$ cat config.mk
export PLATFORM = sky130hd
export DESIGN_NAME = spi_runstop_ctrl
export DESIGN_NICKNAME = d
export VERILOG_FILES = /design/src/rtl/spi_rs_pkg.sv /design/src/rtl/rs_src_combine.sv /design/src/rtl/rs_pend_latch.sv /design/src/rtl/rs_fsm.sv /design/src/rtl/spi_runstop_ctrl.sv
export SDC_FILE = /design/constraint.sdc
export NUM_CORES = 1
export LEC_CHECK = 0
export CAP_MARGIN = 20
export CORE_AREA = 2 2 39 41
export CTS_BUF_LIST = sky130_fd_sc_hd__clkbuf_8
export DETAILED_ROUTE_END_ITERATION = 10
export DIE_AREA = 0 0 41 43
export GPL_TIMING_DRIVEN = 0
export PLACE_DENSITY = 0.4
export SETUP_SLACK_MARGIN = 0.02
export SLEW_MARGIN = 20
export SYNTH_ARGS = -nofsm -noshare
export SYNTH_HDL_FRONTEND = slang
export SYNTH_SLANG_ARGS = --single-unit
$ cat constraint.sdc
create_clock -name clk -period 3 [get_ports clk]
set_input_delay 0.9 -clock clk [delete_from_list [all_inputs] [get_ports clk]]
set_output_delay 0.9 -clock clk [all_outputs]
set_load 0.03 [all_outputs]
$ cat src/rtl/spi_rs_pkg.sv
// Package: shared state encoding for the SPI run-stop controller.
// Assumes: three states are sufficient; encoding is two bits.
package spi_rs_pkg;

    typedef enum logic [1:0] {
        ST_STOPPED = 2'd0,
        ST_RUNNING = 2'd1,
        ST_CLKOFF  = 2'd2
    } rs_state_t;

endpackage

$ cat src/rtl/rs_src_combine.sv
// Module: rs_src_combine
// Merges several halt sources, each gated by its own qualifier bit, into a
// single "halt wanted" flag. Sources without a qualifier have it tied high.
// Assumes: all inputs are synchronous to the controller clock.
module rs_src_combine #(
    parameter int NUM_SRC = 4
) (
    input  logic [NUM_SRC-1:0] src_req,
    input  logic [NUM_SRC-1:0] src_qual,
    output logic               halt_any
);

    logic [NUM_SRC-1:0] gated;

    // Qualify each source with its enable bit.
    generate
        for (genvar i = 0; i < NUM_SRC; i++) begin : g_src
            assign gated[i] = src_req[i] & src_qual[i];
        end
    endgenerate

    // Any qualified source requests a halt.
    assign halt_any = |gated;

endmodule

$ cat src/rtl/rs_pend_latch.sv
// Module: rs_pend_latch
// Remembers a request that was seen while a frame was in progress, so it is
// honoured at the next frame boundary even if the request is withdrawn.
// Assumes: cleared whenever the controller is not RUNNING.
module rs_pend_latch (
    input  logic clk,
    input  logic rst_n,
    input  logic in_run,
    input  logic busy,
    input  logic req,
    output logic pend
);

    // Capture mid-frame requests; drop them once RUNNING is left.
    always_ff @(posedge clk) begin
        if (!rst_n) begin
            pend <= 1'b0;
        end else if (!in_run) begin
            pend <= 1'b0;
        end else if (req && busy) begin
            pend <= 1'b1;
        end
    end

endmodule

$ cat src/rtl/rs_fsm.sv
// Module: rs_fsm
// Three-state run-stop sequencer. Halts only at frame boundaries. Stop
// requests take priority over starting, and over a plain halt.
// Assumes: halt_any and stop_req are already qualified; busy is low at
// every frame boundary.
module rs_fsm
    import spi_rs_pkg::*;
(
    input  logic      clk,
    input  logic      rst_n,
    input  logic      halt_any,
    input  logic      stop_req,
    input  logic      gen_pend,
    input  logic      stop_pend,
    input  logic      busy,
    output rs_state_t state
);

    rs_state_t nxt;
    logic      stop_want;
    logic      halt_want;

    // Collect live and latched requests.
    assign stop_want = stop_req | stop_pend;
    assign halt_want = halt_any | gen_pend | stop_want;

    // Next-state decision.
    always_comb begin
        nxt = state;
        unique case (state)
            ST_STOPPED: begin
                if (stop_req) begin
                    if (!busy) nxt = ST_CLKOFF;
                end else if (!halt_any) begin
                    nxt = ST_RUNNING;
                end
            end
            ST_RUNNING: begin
                if (halt_want && !busy) begin
                    nxt = stop_want ? ST_CLKOFF : ST_STOPPED;
                end
            end
            ST_CLKOFF: begin
                if (!stop_req) nxt = ST_STOPPED;
            end
            default: nxt = ST_STOPPED;
        endcase
    end

    // State register with synchronous reset to STOPPED.
    always_ff @(posedge clk) begin
        if (!rst_n) state <= ST_STOPPED;
        else        state <= nxt;
    end

endmodule

$ cat src/rtl/spi_runstop_ctrl.sv
// Module: spi_runstop_ctrl (top)
// Run-stop and power-mode controller for an SPI shift engine. It combines
// the qualified halt sources, latches requests made mid-frame, sequences
// the state, and drives the transfer enable and the register gate.
// Assumes: all inputs are synchronous to clk; reset is active low.
module spi_runstop_ctrl
    import spi_rs_pkg::*;
#(
    parameter int NUM_SRC = 4
) (
    input  logic clk,
    input  logic rst_n,
    input  logic halt_sw,
    input  logic mod_dis,
    input  logic doze_req,
    input  logic doze_en,
    input  logic dbg_req,
    input  logic frz_en,
    input  logic stop_req,
    input  logic frame_busy,
    input  logic reg_req,
    output logic xfer_en,
    output logic running,
    output logic stop_ack,
    output logic reg_grant
);

    rs_state_t          state;
    logic               halt_any;
    logic               gen_pend;
    logic               stop_pend;
    logic               in_run;
    logic [NUM_SRC-1:0] src_req;
    logic [NUM_SRC-1:0] src_qual;

    // Source vector: software halt, disable, doze, debug freeze.
    assign src_req  = {halt_sw, mod_dis, doze_req, dbg_req};
    assign src_qual = {1'b1,    1'b1,    doze_en,  frz_en};
    assign in_run   = (state == ST_RUNNING);

    rs_src_combine #(.NUM_SRC(NUM_SRC)) u_comb (
        .src_req  (src_req),
        .src_qual (src_qual),
        .halt_any (halt_any)
    );

    rs_pend_latch u_gen_pend (
        .clk    (clk),
        .rst_n  (rst_n),
        .in_run (in_run),
        .busy   (frame_busy),
        .req    (halt_any),
        .pend   (gen_pend)
    );

    rs_pend_latch u_stop_pend (
        .clk    (clk),
        .rst_n  (rst_n),
        .in_run (in_run),
        .busy   (frame_busy),
        .req    (stop_req),
        .pend   (stop_pend)
    );

    rs_fsm u_fsm (
        .clk       (clk),
        .rst_n     (rst_n),
        .halt_any  (halt_any),
        .stop_req  (stop_req),
        .gen_pend  (gen_pend),
        .stop_pend (stop_pend),
        .busy      (frame_busy),
        .state     (state)
    );

    // Output decode: a start is allowed only with nothing asking to halt.
    assign running   = in_run;
    assign stop_ack  = (state == ST_CLKOFF);
    assign xfer_en   = in_run && !(halt_any || gen_pend || stop_req || stop_pend);
    assign reg_grant = reg_req && !stop_ack && !stop_req && !stop_pend;

endmodule

## Yosys cells after proc, flatten, opt, wreduce, memory -nomap -nowiden

Index checks and enable logic that the tools add are counted.

| storage, ports and cells | value |
|---|---|
| logic and storage cells | 40 |
| ROM bits | 0 |
| bits in latches | 0 |
| bits in registers | 4 |
| output and inout port bits | 4 |
| input bits | 11 |
| memories | 0 |
| bits in writable memories | 0 |

| cells by class | value |
|---|---|
| $lt $le $gt $ge | 0 |
| muxes and demuxes | 7 |
| $mul | 0 |
| shift operators | 0 |
| div/mod/pow operators | 0 |
| add/sub/neg operators | 0 |
| equality and inequality tests | 6 |
| bitwise gates (word level) | 5 |
| reduce and logical (&&, ||, !) cells | 19 |

Operators with widths:

| operator | count |
|---|---|
| 2-bit 2-to-1 mux | 6 |
| 1-bit logical AND | 7 |
| 3-bit != test (second input constant) | 2 |
| 2-bit one-hot mux with 3 select lines | 1 |
| 1-bit logical NOT | 5 |
| 4-bit AND reduction | 1 |
| 4-bit OR reduction | 1 |
| 1-bit logical OR | 3 |
| 1-bit OR | 3 |
| 1-bit AND | 2 |
| 2-bit by 1-bit == test with 1-bit output (second input constant) | 1 |
| 2-bit == test (second input constant) | 1 |
| 2-bit logical NOT | 1 |
| 2-bit by 1-bit != test with 1-bit output (second input constant) | 1 |
| 2-bit != test (second input constant) | 1 |
| 2-bit AND reduction | 1 |

## Longest topological paths before layout

| depth | value |
|---|---|
| depth after elaboration | 7 |
| gate-level depth with buffers | 3 |
| depth with buffers taken out | 3 |

## Modules after synthesis

A second synthesis with hierarchy kept.

| second synthesis, totals | value |
|---|---|
| cell total of the unflattened synthesis | 28 |
| area, all modules | 230.2 sq um |

Modules (own cells, without submodules):

| module | area each (sq um) | cells an instance | instances |
|---|---|---|---|
| rs_fsm | 103.8 | 10 | 1 |
| rs_pend_latch | 32.5 | 4 | 2 |
| spi_runstop_ctrl | 42.5 | 7 | 1 |
| rs_src_combine | 18.8 | 3 | 1 |

## Least setup slack after synthesis

OpenSTA, ideal clock, no wires.

| timing path | value |
|---|---|
| path kind | input-to-output |
| start point | in dbg_req |
| end point | out xfer_en |
| path buffers | 0 |
| arrival | 1.909 ns |
| stages on the path | 3 |
| slack | 0.191 ns |
| data required time | 2.100 ns |
| cells stage by stage | a211oi_1 > nand2_1 > nor3_1 |

| on the way | value |
|---|---|
| word-level cells in the longest chain between the ends | 7 |

RTL lines:

| element | RTL line | RTL |
|---|---|---|
| start, declared | spi_runstop_ctrl.sv:17 | `input logic dbg_req,` |
| 1-bit AND | rs_src_combine.sv:18 | `assign gated[i] = src_req[i] & src_qual[i];` |
| 4-bit OR reduction | rs_src_combine.sv:23 | `assign halt_any = \|gated;` |
| 1-bit logical OR (3 in a row) | spi_runstop_ctrl.sv:79 | `assign xfer_en = in_run && !(halt_any \|\| gen_pend \|\| stop_req \|\| stop_pend);` |
| 1-bit logical NOT | spi_runstop_ctrl.sv:79 |  |
| 1-bit logical AND | spi_runstop_ctrl.sv:79 |  |
| end, declared | spi_runstop_ctrl.sv:22 | `output logic xfer_en,` |

Every way passes these cells.

## Final worst setup path

Ends and elaborated chain as after synthesis.

==> metrics.cfg <==
[final_layout]
regArea_um2=80.1
antenna_cells=0
drive_gt1_share_pct=22.2
multi_input_area_um2=141
syn2layout_area_growth_pct=102
nets=58
nFillCells=156

[sta]
rsz0062_at_grt=false
finalSetupViolations=0
drv_slew=0
layout_min_cycle_time_ps=2940
tightest_slew_ps=306
fin_ws_ps=59.0
clock_skew_ps=2.24
max_slew_margin_pct=79.5
hold_violations=0
max_freq_mhz=340
final.period_utilization_pct=98.0

[die]
num_rows=14
die_x_um=41
core_um2=1380
start_util_pct=15.1
die_height_um=43
ios=15
dieArea_um2=1760

[clocking]
tritoncts=yes
hold_buffers=0
clkLatencyLatePin_ps=220
cts_buffers=3
clk_path_buf_depth=2
path_clk_slew_ps=30
cts.sinks=4
htree_levels=1
clock_tree.root_cell=clkbuf_8

[pwr]
internal-power_uw=159
switchingPower_uw=42.4
power_density_nw_per_um2=477
ir_drop_mv=0.233
p_total_uw=202
power_frac_clock_pct=56.3
p_sw_share_pct=21.0
seq_power_share_pct=28.0
cellLeakagePower_uw=0.000163
comb_power_share_pct=15.7

[routing]
wire_per_inst_um=9.95
ant_nets=0
vias_per_cell=4.21
drt_drc_violations_left=0
dr.pass1.iters=2
num_vias=257
wl_um=607
drt_iter0_drc=3

[worst_setup_path]
startpoint_type=input pin
worst_ep_required_time_ps=2100
critPathKind=input pin to primary output
worstSetupEndpointType=primary output
crit_fanout=3
arrival_ps=2040

[synth]
synthDistinctLibCells=15
netlist_instances=27
seq_area_frac_synth_pct=38.3
synth_area_um2=209
ys_ff_latch=4
yosysWarningCount=0
synth_nets=38
synth.avg_cell_area_um2=7.74

[placed_design]
gp_congestion=0.742
dpl_worst_slack_ps=-443
dpl.hpwl_um=450
port_buffers=14

[grt]
grt_max_degree=6
grt_pass1_vias=251
grt_use_total_pct=8.24
grt_pass1_wl_um=931
grt-ovfl-total=0
antenna_found_initial=0

[outcome]
status=completed

[worst_hold_path]
min_path_type=flip-flop to flip-flop

[run]
maxCapViolCount=0

==> routing by layer <==
| layer | vias to the layer above | GRT usage (%) | share of wire (%) |
|---|---|---|---|
| met4 | 0 | 8.00 | 3.3 |
| li1 | 132 | - | - |
| met2 | 17 | 10.3 | 36 |
| met3 | 2 | 3.14 | 15 |
| met5 | - | 0 | 0 |
| met1 | 106 | 10.0 | 46 |
==> power by group through the flow <==
stage          Clock (uW)  Sequential [uW]  Combinational [uW]
3_5_place_dp            0             57.1                30.6
3_3_place_gp            0             57.0                30.5
2_1_floorplan           0             56.8                11.3
5_1_grt               121             56.6                34.4
6_report              114             56.4                31.7
4_1_cts               116             56.4                30.5
==> cell usage after synthesis <==
cell	instances	area (um^2)
a32o_1	1	10.0
a21oi_1	2	10.0
o21bai_1	1	7.51
or3_1	1	6.26
nand2_1	6	22.5
nand3_1	1	5.00
and3_1	1	6.26
nor3_1	1	5.00
nor2_1	4	15.0
o21ai_0	1	5.00
nor2b_4	1	13.8
and2b_1	1	7.51
a21boi_1	1	7.51
a211oi_1	1	7.51
dfxtp_1	4	80.1
==> cells in the final DEF, fill, tap and decap left out, types with 2 or more instances in the layout <==
cell and instances:
nor2_1 3, clkdlybuf4s50_1 12, clkbuf_8 3, dfxtp_1 4, a21oi_1 2, nand2_1 6
buf_4 2
==> per-stage QoR <==
| stage | instance area [um^2] | TNS (ps) | util (%) | hold WS, ps | std cells |
|---|---|---|---|---|---|
| after floorplan | 209 | 0 | - | 476 | 27 |
| after global placement | 369 | -708 | 26.7 | 512 | 57 |
| after detailed placement | 369 | -744 | 26.7 | 516 | 57 |
| after CTS | 407 | 0 | 29.4 | 523 | 60 |
| after global routing | 423 | 0 | 30.6 | 584 | 61 |
| final | 423 | 0 | 30.6 | 550 | 61 |
==> kinds of logic after synthesis <==
group	after synthesis	synth area share (%)
compound gates	7	22.8
flops	4	38.3
simple gates	16	38.9
==> flip-flops by register name, indices dropped and copies added, names as in the netlist <==
| register | cells |
|---|---|
| u_fsm.state | 2 |
| u_gen_pend.pend | 1 |
| u_stop_pend.pend | 1 |
==> critical path, stage by stage <==
cell and delay, ps:
clkdlybuf4s50_1 410, a211oi_2 210, nand2_1 120, nor3_2 200, buf_4 190
==> path summary, 6_finish.rpt <==
check | start | to | slack, ps | cells past startpoint
hold reg to reg | u_gen_pend.pend$_SDFFE_PN0P_ | u_gen_pend.pend$_SDFFE_PN0P_ | 550 | 1
hold / removal | u_gen_pend.pend$_SDFFE_PN0P_ | u_gen_pend.pend$_SDFFE_PN0P_ | 550 | 1
setup / recovery | dbg_req | xfer_en | 60 | 5
setup reg to reg | u_fsm.state[0]$_SDFFE_PN0P_ | u_gen_pend.pend$_SDFFE_PN0P_ | 2030 | 3
==> repair_timing <==
action                                  CTS  global route
buffers inserted                          0             1
pin swaps                                 0             1
resized for setup                         9             6
endpoints found under the setup margin    2             2
==> layout make-up <==
cell class,count,share of cell area (%)
Timing Repair Buffer,15,33.1
Multi-Input combinational cell,23,33.4
Sequential cell,4,18.9
Clock buffer,3,9.76
Tap cell,16,4.73
No activity file was read; power rests on OpenSTA's default activity.
